===== config.mk =====
export PLATFORM = sky130hd
export DESIGN_NAME = trim_calc
export DESIGN_NICKNAME = d
export VERILOG_FILES = /design/src/rtl/tfc_pkg.sv /design/src/rtl/tfc_divider.sv /design/src/rtl/tfc_multiplier.sv /design/src/rtl/trim_calc.sv
export SDC_FILE = /design/constraint.sdc
export NUM_CORES = 1
export LEC_CHECK = 0
export ABC_AREA = 1
export BUFFER_PORTS_ARGS = -buffer_cell sky130_fd_sc_hd__buf_2
export CAP_MARGIN = 20
export CORE_AREA = 2 2 262 264
export DETAILED_ROUTE_END_ITERATION = 10
export DIE_AREA = 0 0 264 266
export HOLD_SLACK_MARGIN = 0.08
export RECOVER_POWER = 25
export REMOVE_ABC_BUFFERS = 1
export SYNTH_ARGS = -nofsm -noshare
export SYNTH_HDL_FRONTEND = slang
export SYNTH_SLANG_ARGS = --single-unit

===== constraint.sdc =====
create_clock -name clk -period 2.79 [get_ports clk]
set_input_delay 0.558 -clock clk [delete_from_list [all_inputs] [get_ports clk]]
set_output_delay 0.558 -clock clk [all_outputs]
set_load 0.02 [all_outputs]

===== src/rtl/tfc_pkg.sv =====
// Shared definitions for the timer increment trim calculator.
// Assumes: mode encoding 0 = initialise, 1 = trim.
package tfc_pkg;
    typedef enum logic [2:0] {
        ST_IDLE,
        ST_ERR,
        ST_DIV_NS,
        ST_DIV_FR,
        ST_MUL,
        ST_DIV_PPM
    } tfc_state_e;

    localparam logic MODE_INIT = 1'b0;
    localparam logic MODE_TRIM = 1'b1;
endpackage


===== src/rtl/tfc_divider.sv =====
// Restoring shift-subtract divider: one quotient bit per cycle, DW cycles
// per division. Assumes divisor is nonzero and go is raised only when idle.
module tfc_divider #(
    parameter int DW = 48,
    parameter int VW = 32
) (
    input  logic          clk,
    input  logic          rst_n,
    input  logic          go,
    input  logic [DW-1:0] dividend,
    input  logic [VW-1:0] divisor,
    output logic [DW-1:0] quot,
    output logic [VW-1:0] rmd,
    output logic          valid
);
    localparam int CW = $clog2(DW + 1);

    logic [VW-1:0] rem_q;
    logic [DW-1:0] quo_q;
    logic [VW-1:0] dvs_q;
    logic [CW-1:0] cnt_q;
    logic          run_q;
    logic [VW:0]   trial;
    logic [VW:0]   diff;
    logic          fits;

    // Trial subtraction for the next quotient bit.
    always_comb begin
        trial = {rem_q, quo_q[DW-1]};
        fits  = trial >= {1'b0, dvs_q};
        diff  = trial - {1'b0, dvs_q};
    end

    // Load on go, then shift one dividend bit per cycle into the remainder.
    always_ff @(posedge clk) begin
        if (!rst_n) begin
            rem_q <= '0;
            quo_q <= '0;
            dvs_q <= '0;
            cnt_q <= '0;
            run_q <= 1'b0;
            valid <= 1'b0;
        end else begin
            valid <= 1'b0;
            if (go) begin
                rem_q <= '0;
                quo_q <= dividend;
                dvs_q <= divisor;
                cnt_q <= CW'(DW);
                run_q <= 1'b1;
            end else if (run_q) begin
                rem_q <= fits ? diff[VW-1:0] : trial[VW-1:0];
                quo_q <= {quo_q[DW-2:0], fits};
                cnt_q <= cnt_q - CW'(1);
                if (cnt_q == CW'(1)) begin
                    run_q <= 1'b0;
                    valid <= 1'b1;
                end
            end
        end
    end

    assign quot = quo_q;
    assign rmd  = rem_q;
endmodule


===== src/rtl/tfc_multiplier.sv =====
// Shift-add unsigned multiplier: one multiplier bit per cycle, BW cycles.
// Assumes go is raised only when idle.
module tfc_multiplier #(
    parameter int AW = 32,
    parameter int BW = 24
) (
    input  logic             clk,
    input  logic             rst_n,
    input  logic             go,
    input  logic [AW-1:0]    a,
    input  logic [BW-1:0]    b,
    output logic [AW+BW-1:0] prod,
    output logic             valid
);
    localparam int PW = AW + BW;
    localparam int CW = $clog2(BW + 1);

    logic [PW-1:0] acc_q;
    logic [PW-1:0] mcand_q;
    logic [BW-1:0] mplier_q;
    logic [CW-1:0] cnt_q;
    logic          run_q;

    // Accumulate the shifted multiplicand for each set multiplier bit.
    always_ff @(posedge clk) begin
        if (!rst_n) begin
            acc_q    <= '0;
            mcand_q  <= '0;
            mplier_q <= '0;
            cnt_q    <= '0;
            run_q    <= 1'b0;
            valid    <= 1'b0;
        end else begin
            valid <= 1'b0;
            if (go) begin
                acc_q    <= '0;
                mcand_q  <= PW'(a);
                mplier_q <= b;
                cnt_q    <= CW'(BW);
                run_q    <= 1'b1;
            end else if (run_q) begin
                if (mplier_q[0]) acc_q <= acc_q + mcand_q;
                mcand_q  <= mcand_q << 1;
                mplier_q <= mplier_q >> 1;
                cnt_q    <= cnt_q - CW'(1);
                if (cnt_q == CW'(1)) begin
                    run_q <= 1'b0;
                    valid <= 1'b1;
                end
            end
        end
    end

    assign prod = acc_q;
endmodule


===== src/rtl/trim_calc.sv =====
// Timer increment trim calculator. Initialise mode derives the base
// increment from the clock rate; trim mode scales the stored base by a signed
// scaled-ppm value. Assumes one request at a time; starts while busy are
// dropped.
module trim_calc #(
    parameter int          RATE_W     = 32,
    parameter int          PPM_W      = 32,
    parameter int          NS_W       = 8,
    parameter int          FRAC_W     = 16,
    parameter int unsigned NS_PER_SEC = 1_000_000_000,
    parameter int unsigned PPM_SCALE  = 1_000_000
) (
    input  logic                    clk,
    input  logic                    rst_n,
    input  logic                    start_i,
    input  logic                    mode_i,
    input  logic [RATE_W-1:0]       rate_i,
    input  logic signed [PPM_W-1:0] trim_i,
    output logic [NS_W-1:0]         inc_ns_o,
    output logic [FRAC_W-1:0]       inc_frac_o,
    output logic                    done_o,
    output logic                    err_o
);
    import tfc_pkg::*;

    localparam int WORD_W   = NS_W + FRAC_W;
    localparam int PROD_W   = PPM_W + WORD_W;
    localparam int INIT_DW  = RATE_W + FRAC_W;
    localparam int RND_DW   = PROD_W + 1 - FRAC_W;
    localparam int DIV_DW   = (INIT_DW > RND_DW) ? INIT_DW : RND_DW;
    localparam int unsigned ROUND_HALF = PPM_SCALE / 2;

    tfc_state_e          state_q;
    logic [WORD_W-1:0]   base_q;
    logic [NS_W-1:0]     ns_hold_q;
    logic [RATE_W-1:0]   rate_q;
    logic                neg_q;
    logic                busy;
    logic                accept;

    logic                div_go;
    logic [DIV_DW-1:0]   div_dvd;
    logic [RATE_W-1:0]   div_dvs;
    logic [DIV_DW-1:0]   div_quot;
    logic [RATE_W-1:0]   div_rmd;
    logic                div_valid;

    logic                mul_go;
    logic [PPM_W-1:0]    mag;
    logic [PROD_W-1:0]   mul_prod;
    logic                mul_valid;
    logic [PROD_W:0]     rnd_sum;
    logic [WORD_W-1:0]   trimmed;
    logic                unused_bits;

    assign busy   = (state_q != ST_IDLE);
    assign accept = start_i && !busy;

    // Magnitude of the trim, rounding sum and trimmed word.
    always_comb begin
        mag     = trim_i[PPM_W-1] ? (~$unsigned(trim_i) + PPM_W'(1)) : $unsigned(trim_i);
        rnd_sum = {1'b0, mul_prod} + (PROD_W+1)'(ROUND_HALF);
        trimmed = neg_q ? (base_q - div_quot[WORD_W-1:0])
                        : (base_q + div_quot[WORD_W-1:0]);
    end

    assign unused_bits = ^div_quot[DIV_DW-1:WORD_W];

    // Launch the shared divider and the multiplier from the controller state.
    always_comb begin
        div_go  = 1'b0;
        div_dvd = '0;
        div_dvs = '0;
        mul_go  = 1'b0;
        case (state_q)
            ST_IDLE: begin
                if (accept && mode_i == MODE_INIT && rate_i != '0) begin
                    div_go  = 1'b1;
                    div_dvd = DIV_DW'(NS_PER_SEC);
                    div_dvs = rate_i;
                end
                if (accept && mode_i == MODE_TRIM) mul_go = 1'b1;
            end
            ST_DIV_NS: begin
                if (div_valid && div_rmd != '0) begin
                    div_go  = 1'b1;
                    div_dvd = DIV_DW'({div_rmd, {FRAC_W{1'b0}}});
                    div_dvs = rate_q;
                end
            end
            ST_MUL: begin
                if (mul_valid) begin
                    div_go  = 1'b1;
                    div_dvd = DIV_DW'(rnd_sum >> FRAC_W);
                    div_dvs = RATE_W'(PPM_SCALE);
                end
            end
            default: ;
        endcase
    end

    tfc_divider #(.DW(DIV_DW), .VW(RATE_W)) i_div (
        .clk      (clk),
        .rst_n    (rst_n),
        .go       (div_go),
        .dividend (div_dvd),
        .divisor  (div_dvs),
        .quot     (div_quot),
        .rmd      (div_rmd),
        .valid    (div_valid)
    );

    tfc_multiplier #(.AW(PPM_W), .BW(WORD_W)) i_mul (
        .clk   (clk),
        .rst_n (rst_n),
        .go    (mul_go),
        .a     (mag),
        .b     (base_q),
        .prod  (mul_prod),
        .valid (mul_valid)
    );

    // Sequence the request and register base, outputs and completion flags.
    always_ff @(posedge clk) begin
        if (!rst_n) begin
            state_q    <= ST_IDLE;
            base_q     <= '0;
            ns_hold_q  <= '0;
            rate_q     <= '0;
            neg_q      <= 1'b0;
            inc_ns_o   <= '0;
            inc_frac_o <= '0;
            done_o     <= 1'b0;
            err_o      <= 1'b0;
        end else begin
            done_o <= 1'b0;
            err_o  <= 1'b0;
            case (state_q)
                ST_IDLE: begin
                    if (accept) begin
                        if (mode_i == MODE_INIT) begin
                            rate_q  <= rate_i;
                            state_q <= (rate_i == '0) ? ST_ERR : ST_DIV_NS;
                        end else begin
                            neg_q   <= trim_i[PPM_W-1];
                            state_q <= ST_MUL;
                        end
                    end
                end
                ST_ERR: begin
                    done_o  <= 1'b1;
                    err_o   <= 1'b1;
                    state_q <= ST_IDLE;
                end
                ST_DIV_NS: begin
                    if (div_valid) begin
                        ns_hold_q <= div_quot[NS_W-1:0];
                        if (div_rmd == '0) begin
                            base_q     <= {div_quot[NS_W-1:0], {FRAC_W{1'b0}}};
                            inc_ns_o   <= div_quot[NS_W-1:0];
                            inc_frac_o <= '0;
                            done_o     <= 1'b1;
                            state_q    <= ST_IDLE;
                        end else begin
                            state_q <= ST_DIV_FR;
                        end
                    end
                end
                ST_DIV_FR: begin
                    if (div_valid) begin
                        base_q     <= {ns_hold_q, div_quot[FRAC_W-1:0]};
                        inc_ns_o   <= ns_hold_q;
                        inc_frac_o <= div_quot[FRAC_W-1:0];
                        done_o     <= 1'b1;
                        state_q    <= ST_IDLE;
                    end
                end
                ST_MUL: begin
                    if (mul_valid) state_q <= ST_DIV_PPM;
                end
                ST_DIV_PPM: begin
                    if (div_valid) begin
                        inc_ns_o   <= trimmed[WORD_W-1:FRAC_W];
                        inc_frac_o <= trimmed[FRAC_W-1:0];
                        done_o     <= 1'b1;
                        state_q    <= ST_IDLE;
                    end
                end
                default: state_q <= ST_IDLE;
            endcase
        end
    end
endmodule


==> results of run 1 <==
## repair_timing
| action | in CTS | in global routing |
|---|---|---|
| pin swaps | 8 | 47 |
| hold endpoints to repair | 0 | 0 |
| gates resized for setup | 28 | 126 |
| setup buffers | 0 | 6 |
| setup endpoints to repair | 11 | 23 |
## routing by layer
layer | up-vias | GRT usage | routed length (um)
li1 | 14800 | - | -
met1 | 13100 | 0.372 | 44500
met2 | 776 | 0.423 | 41500
met3 | 124 | 0.0250 | 5350
met4 | 0 | 0.0731 | 2500
met5 | - | 0 | 0
## registers in the layout, summed over array words and instances (netlist names), 3 cells and up
name,flops
inc_ns_o,8
state_q,3
base_q,24
i_div.cnt_q,6
i_mul.cnt_q,5
i_mul.mcand_q,56
i_mul.mplier_q,24
rate_q,32
ns_hold_q,8
i_div.dvs_q,32
inc_frac_o,16
i_div.quot,48
i_div.rmd,32
i_mul.prod,56
## final timing paths
kind,slack [ns],to,from
max,-0.11,i_mul.prod[42],state_q[0]
max reg2reg,-0.11,i_mul.prod[42],state_q[0]
min,0.26,rate_q[9],rate_i[9]
min reg2reg,0.44,i_div.quot[45],i_div.quot[44]
## worst reg2reg max path: cells and delay by family (launching register included)
family | cells | cell delay, ns
and+or+nand+nor | 4 | 1.39
buffers and inverters | 4 | 0.89
DFF | 1 | 0.32
AOI/OAI and AO/OA | 2 | 0.18
## synth_stat cells, drive strengths merged, types with 18 or more instances
| cell | instances |
|---|---|
| ha | 116 |
| nand4 | 61 |
| buf | 64 |
| nor3 | 62 |
| a31oi | 47 |
| nand3b | 18 |
| xnor2 | 24 |
| clkbuf | 94 |
| o22ai | 18 |
| nand2 | 1390 |
| o21ai | 280 |
| nor2 | 434 |
| dfxtp | 357 |
| xor2 | 68 |
| inv | 648 |
| nand3 | 331 |
| a21oi | 427 |
## cells by family after synthesis
family / Yosys count / share of synthesized area
AND/OR/NAND/NOR: 2322 / 0.362
AO/OA/AOI/OAI: 821 / 0.162
buffers and inverters: 807 / 0.120
flip-flops: 357 / 0.268
adder cells (fa/ha/maj): 119 / 0.0566
XOR/XNOR: 92 / 0.0302
multiplexers: 1 / 0.000375
## where the power goes
| part | switching [uW] | internal (uW) | total, uW |
|---|---|---|---|
| Combinational | 8100 | 4700 | 12800 |
| Clock | 2370 | 3370 | 5740 |
| Sequential | 493 | 5730 | 6230 |
## cell type report
cell class | instances | area [um^2] | area share
Sequential cell | 357 | 7150 | 0.231
Inverter | 649 | 2440 | 0.0789
Multi-Input combinational cell | 3355 | 16900 | 0.546
Clock inverter | 20 | 216 | 0.00700
Timing Repair Buffer | 273 | 1950 | 0.0630
Tap cell | 882 | 1100 | 0.0357
Clock buffer | 57 | 1190 | 0.0384
## cell usage in the layout (no fill, tap or decap), types with 20 or more instances in the layout
cell type	n
buf_4	161
nand4_1	60
nand2_2	28
inv_2	20
nand2_1	1357
ha_1	103
inv_1	627
nor3_1	48
clkbuf_1	35
nand3_1	317
xor2_1	66
buf_2	66
nor2_1	408
o21ai_1	27
dfxtp_1	352
a31oi_1	47
o21ai_0	245
xnor2_1	24
clkbuf_16	43
a21oi_1	408
## per-stage QoR
| step | power (uW) | util | cells | instance area [um^2] | hold WS [ns] |
|---|---|---|---|---|---|
| global placement | 18100 | 0.427 | 5510 | 29000 | 0.435 |
| finish | 24800 | 0.457 | 5593 | 30900 | 0.263 |
| CTS | 24000 | 0.450 | 5587 | 30500 | 0.231 |
| floorplan | 21600 | - | 4361 | 25900 | 0.421 |
| detailed placement | 18100 | 0.427 | 5510 | 29000 | 0.435 |
| global route | 34000 | 0.457 | 5593 | 30900 | 0.262 |
==> qor_table.md, run 1 <==
| Quantity | Reported |
|---|---|
| Area of the die | 70,200 um^2 |
| Depth of the critical timing path with buffers and inverters included | 10 |
| Data arrival, critical path | 3.36 ns |
| Area of the mapped netlist | 26,700 um^2 |
| Area added between synthesis and finish | 15.9% |
| Wire length reported by the detailed router | 93,800 um |
| Die W | 264 um |
| Maximum buffer depth of the clock tree | 3 |
| Hold Vio Cnt, Final | 0 |
| Io pins | 94 |
| Antenna Violating Nets Remaining | 0 |
| Cells on worst reg2reg path | 10 |
| Net count reported at finish | 4,866 |
| Worst-case clock skew | 0.0142 ns |
| Global-route usage over all layers | 0.262 |
| Result of the run | complete, but fails checks |
| Root buffer cell | clkbuf_16 |
| Antenna violations before repair | 0 |
| Critical Path Slowest Stage Cell | nor3_1 |
| Hold Crit Depth | 3 |
| Register area share after synthesis | 0.268 |
| Number of violations reported at the end of detailed-routing iteration 0 | 2,274 |
| Crit path required time | 3.25 ns |
| Start-to-end type of the worst setup path | flip-flop to flip-flop |
| Number of hold buffers added after cts | 0 |
| Worst-margin pin slew | 1.26 ns |
| Level count of the clock H-tree | 2 |
| Final setup violation count | 47 |
| Element type at the critical path start | flip-flop |
| Syn Inst Count | 4,519 |
| Register bit total from synthesis | 357 |
| IR Drop Worst-Case VDD | 0.744 mV |
| # Max-Cap Violations | 0 |
| Crit-path max FO | 45 |
| Violations in the final reports | setup timing |
| HPWL after detailed placement | 73,300 um |
| Critical Path Sink Type | flip-flop |
| Total overflow reported by the global router | 0 |
| Proportion of register bits with asynchronous set or reset after synthesis | 0 |
| Share of layout cells above drive strength 1 | 0.103 |
| Largest net degree at the start of global routing | 72 |
| Final cycle utilization of the critical path | 1.04 |
| Via Count | 28.8k |
| Number of global-route vias before repair | 26.8k |
| Max incr delay on CP | 0.78 ns |
| TritonCTS clock tree | done |
| Yosys top cell by area | dfxtp_1 |
| Synthesized area per cell | 5.90 um^2 |
| Setup Total Neg Slack | -1.22 ns |
| Number of pins exceeding their max-slew limit in the final report | 0 |
| Top post-synthesis cells by area | dfxtp_1, nand2_1, inv_1 |
| Number of clock sinks | 357 |
| Hold WC Path Type | input pin to flip-flop |
| Top Family by Delay on Critical Path | simple AND/OR/NAND/NOR gates |
| Main flop type after synthesis | dfxtp_1 |
| Leak | 0.0143 uW |
| Fillers | 7,335 |
| Remaining design rule violation count | 0 |
| Cells traversed along the worst timing path | nor2_1, nand2_1, nor3_1, inv_1, nand2_1, buf_12, buf_12, a21oi_1, o21ai_0, inv_1 |
| Via density per instance | 5.15 |
| Worst slew margin relative to its limit | 0.161 |
| Post-placement setup slack | -0.271 ns |
| Number of buffer and inverter instances along the worst setup path | 4 |
| Pre-Repair DR Iteration Count | 5 |
| Final period demand of the worst path | 2.90 ns |
| Wire length of the first global-routing pass | 148,000 um |
| Number of clock buffers inserted by TritonCTS | 43 |
| Share of Yosys cell area claimed by the top area cell type | 0.268 |
| Area of the core | 67,700 um^2 |
| RD Place Congestion | 0.978 |
| Power density normalized to cell area | 801 nW/um^2 |
| Number of unique standard cell types used by synthesis | 53 |
| Setup repair after global routing missed its margin | true |
| Starting Density | 0.394 |
| Post-route worst setup slack | -0.106 ns |
| Yosys synthesis warning count | 0 |
| Final routed wire length divided by cell count | 16.8 um |
| Standard-cell row count | 96 |
| Clock latency at the later pin of the worst-skew pair | 0.57 ns |
| Number of antenna diodes | 0 |
| I/O Buffers | 93 |
| Number of flops mapped to enable cells by yosys | 0 |
| Maximum clock rate | 345 MHz |
| Clk slew on worst S/H paths | 0.06 ns |
| DIE HEIGHT | 266 um |
No activity file was read; power rests on OpenSTA's default activity.
==> inputs of run 2 (changes only) <==
--- a/config.mk
+++ b/config.mk
@@ -8,12 +8,14 @@
 export ABC_AREA = 1
 export BUFFER_PORTS_ARGS = -buffer_cell sky130_fd_sc_hd__buf_2
 export CAP_MARGIN = 20
-export CORE_AREA = 2 2 262 264
+export CORE_AREA = 2 2 218 220
 export DETAILED_ROUTE_END_ITERATION = 10
-export DIE_AREA = 0 0 264 266
+export DIE_AREA = 0 0 220 222
 export HOLD_SLACK_MARGIN = 0.08
+export PLACE_DENSITY = 0.78
 export RECOVER_POWER = 25
 export REMOVE_ABC_BUFFERS = 1
+export SETUP_SLACK_MARGIN = 0.1
 export SYNTH_ARGS = -nofsm -noshare
 export SYNTH_HDL_FRONTEND = slang
 export SYNTH_SLANG_ARGS = --single-unit
==> run 2 against run 1 <==
The flow finishes with violations (capacitance limit, slew limit, setup timing). Die area shrank 30%. First-iteration DRC count grew 39%. Register-to-register slack gained 0.10 ns. Wire length shrank 1.3%. Maximum frequency grew 3.6%. Core utilization grew 21 points. Largest cell class unchanged.
==> qor_table.md, run 2 (same netlist as run 1, synthesis figures left out) <==
| Quantity | Reported | Change |
|---|---|---|
| Post-route worst hold slack | 0.239 ns | -0.0236 ns |
| Final period demand of the worst path | 2.80 ns | -0.100 ns |
| HPWL after detailed placement | 71,600 um | -2.2% |
| Standard-cell row count | 79 | -18% |
| Net count reported at finish | 4,858 | -0.16% |
| Wire length reported by the detailed router | 92,600 um | -1.3% |
| Share of layout cells above drive strength 1 | 0.106 | +0.00322 |
| Hold WC Path Type | input pin to flip-flop |  |
| Number of antenna diodes | 0 | unchanged |
| Via Count | 29.8k | +3.6% |
| Clock latency at the later pin of the worst-skew pair | 0.58 ns | about the same |
| Number of global-route vias before repair | 26.7k | -0.10% |
| Final routed wire length divided by cell count | 17.4 um | +4.0% |
| Area of the die | 48,800 um^2 | -30% |
| Wire length of the first global-routing pass | 144,000 um | -2.6% |
| Final cycle utilization of the critical path | 1.00 | -0.0360 |
| Post-route worst setup slack | -0.00600 ns | +0.100 ns |
| Io pins | 94 | unchanged |
| Crit path required time | 3.25 ns | about the same |
| I/O Buffers | 93 | unchanged |
| Crit-path max FO | 4 | -91% |
| DIE HEIGHT | 222 um | -17% |
| Worst slew margin relative to its limit | -0.408 | -0.568 |
| Total power of the final layout | 25,300 uW | +2.0% |
| Proportion of power drawn by flip-flops and latches | 0.246 | -0.005 |
| Antenna violations before repair | 0 | unchanged |
| Worst-case clock skew | 0.0182 ns | +0.00394 ns |
| Remaining design rule violation count | 0 | unchanged |
| Cells traversed along the worst timing path | nor2_4, nand3_2, nor2_2, nand2_2, nor3_4, nand2_2, o21ai_2, xor2_1, ha_1, buf_4, nand4_1, nor2_1, nand3_1, nand3_1, nand2_1, nand3_2, a21oi_2 |  |
| Area of all placed cells without fillers | 30,700 um^2 | -0.90% |
| Number of pins exceeding their max-slew limit in the final report | 56 | +56 |
| Critical Path Sink Type | flip-flop |  |
| Most frequent cells in the layout | nand2_1, inv_1, a21oi_1 |  |
| Switch Pwr | 11,400 uW | +3.8% |
| Hold Vio Cnt, Final | 0 | unchanged |
| Number of violations reported at the end of detailed-routing iteration 0 | 3,159 | +39% |
| Antenna Violating Nets Remaining | 0 | unchanged |
| Post-layout utilization of the core | 0.663 | +0.206 |
| Area of the core | 46,300 um^2 | -32% |
| Global-route usage over all layers | 0.370 | +0.108 |
| Starting Density | 0.577 | +0.183 |
| Sw frac | 0.450 | +0.00754 |
| Die W | 220 um | -17% |
| IR Drop Worst-Case VDD | 0.823 mV | +11% |
| Root buffer cell | clkbuf_16 |  |
| Total overflow reported by the global router | 0 | unchanged |
| Proportion of power drawn by the clock network | 0.222 | -0.010 |
| Maximum clock rate | 358 MHz | +3.6% |
| Start-to-end type of the worst setup path | flip-flop to flip-flop |  |
| Clk slew on worst S/H paths | 0.06 ns | about the same |
| Cell internal power dissipation | 13,900 uW | +0.65% |
| Leak | 0.0143 uW | -0.21% |
| Via density per instance | 5.62 | +9.2% |
| Worst-margin pin slew | 2.11 ns | +0.850 ns |
| Most common library cell in the layout ignoring fill and taps | nand2_1 |  |
| Number of hold buffers added after cts | 0 | unchanged |
| Area added between synthesis and finish | 14.9% |  |
| Violations in the final reports | capacitance limit, slew limit, setup timing |  |
| Number of clock buffers inserted by TritonCTS | 41 | -4.7% |
| # Max-Cap Violations | 1 | +1 |
| TritonCTS clock tree | done |  |
| Level count of the clock H-tree | 2 | unchanged |
| Pre-Repair DR Iteration Count | 6 | +1 |
| Setup repair after global routing missed its margin | true |  |
| Number of clock sinks | 357 | unchanged |
| Element type at the critical path start | flip-flop |  |
| Critical Path Slowest Stage Cell | dfxtp_4 |  |
| Max incr delay on CP | 0.36 ns | -0.42 ns |
| Power density normalized to cell area | 824 nW/um^2 | +3.0% |
| Maximum buffer depth of the clock tree | 3 | unchanged |
| Worst-case register-to-register setup slack | -0.006 ns | +0.10 ns |
| Final setup violation count | 1 | -98% |
| Result of the run | complete, but fails checks |  |
| RD Place Congestion | 1.02 | +4.7% |
| Largest net degree at the start of global routing | 71 | -1.4% |
| Placed Area | 28,500 um^2 | -1.6% |
| Combinational Power Share | 0.532 | +0.015 |
| Data arrival, critical path | 3.26 ns | -0.10 ns |
[run 2: cell count changes in the layout (fill, tap and decap cells not counted), moves of 5 or more]
cell,before,now
buf_4,161,148
a21oi_1,408,403
clkinv_2,11,4
nand2_1,1357,1350
buf_6,5,12
nor2_1,408,397
nor2_2,14,23
a21oi_2,16,21
[run 2: per-stage QoR]
step	setup TNS [ns]	setup slack [ns]	std cells
floorplan	-188.18	-1.36	4361
global placement	-1.03	-0.196	5222
detailed placement	-1.32	-0.214	5222
CTS	0	0.0713	5296
global route	-1.13	-0.203	5307
finish	-0.00600	-0.00600	5307
[run 2: repair_timing]
action,in CTS,in global routing
pin swaps,21,67
buffers inserted,3,12
endpoints found under the hold margin,0,0
resized for setup,56,149
endpoints found under the setup margin,14,66
[run 2: power by group through the flow]
stage	registers, uW	clock network (uW)	logic [uW]
2_1_floorplan	6530	0	15100
3_3_place_gp	6280	0	11500
3_5_place_dp	6290	0	11500
4_1_cts	6200	5650	11900
5_1_grt	6290	5850	14700
6_report	6230	5610	13400
[run 2: layout make-up]
| class | instances | area [um^2] |
|---|---|---|
| timing repair buffer | 267 | 1910 |
| clock inverter | 16 | 193 |
| inverter | 649 | 2440 |
| tap | 607 | 759 |
| sequential | 357 | 7160 |
| clock buffer | 56 | 1180 |
| fill | 4499 | 15600 |
| multi-input combinational | 3355 | 17000 |
[run 2: layer usage]
metal | global-route usage | share of wire | wire length (um)
met3 | 0.0556 | 0.085 | 7870
met2 | 0.570 | 0.44 | 40600
met4 | 0.115 | 0.031 | 2890
met5 | 0 | 0 | 0
met1 | 0.529 | 0.45 | 41200
[run 2: worst max-delay path: cells and delay by family, from the launching register on]
family                     cells  cell delay (ns)
adders and majority gates      1             0.31
and+or+nand+nor               12             1.53
xor gates and xnor gates       1             0.09
buffers and inverters          1             0.15
DFF                            1             0.36
AOI/OAI and AO/OA              2             0.22
[run 2: worst paths after layout]
| check | from | endpoint | cells after the start |
|---|---|---|---|
| worst min register to register | rate_q[21] | rate_q[21] | 2 |
| worst min-delay path | trim_i[0] | i_mul.mcand_q[0] | 3 |
| worst max-delay path | i_div.quot[4] | inc_ns_o[5] | 17 |
| worst max register to register | i_div.quot[4] | inc_ns_o[5] | 17 |
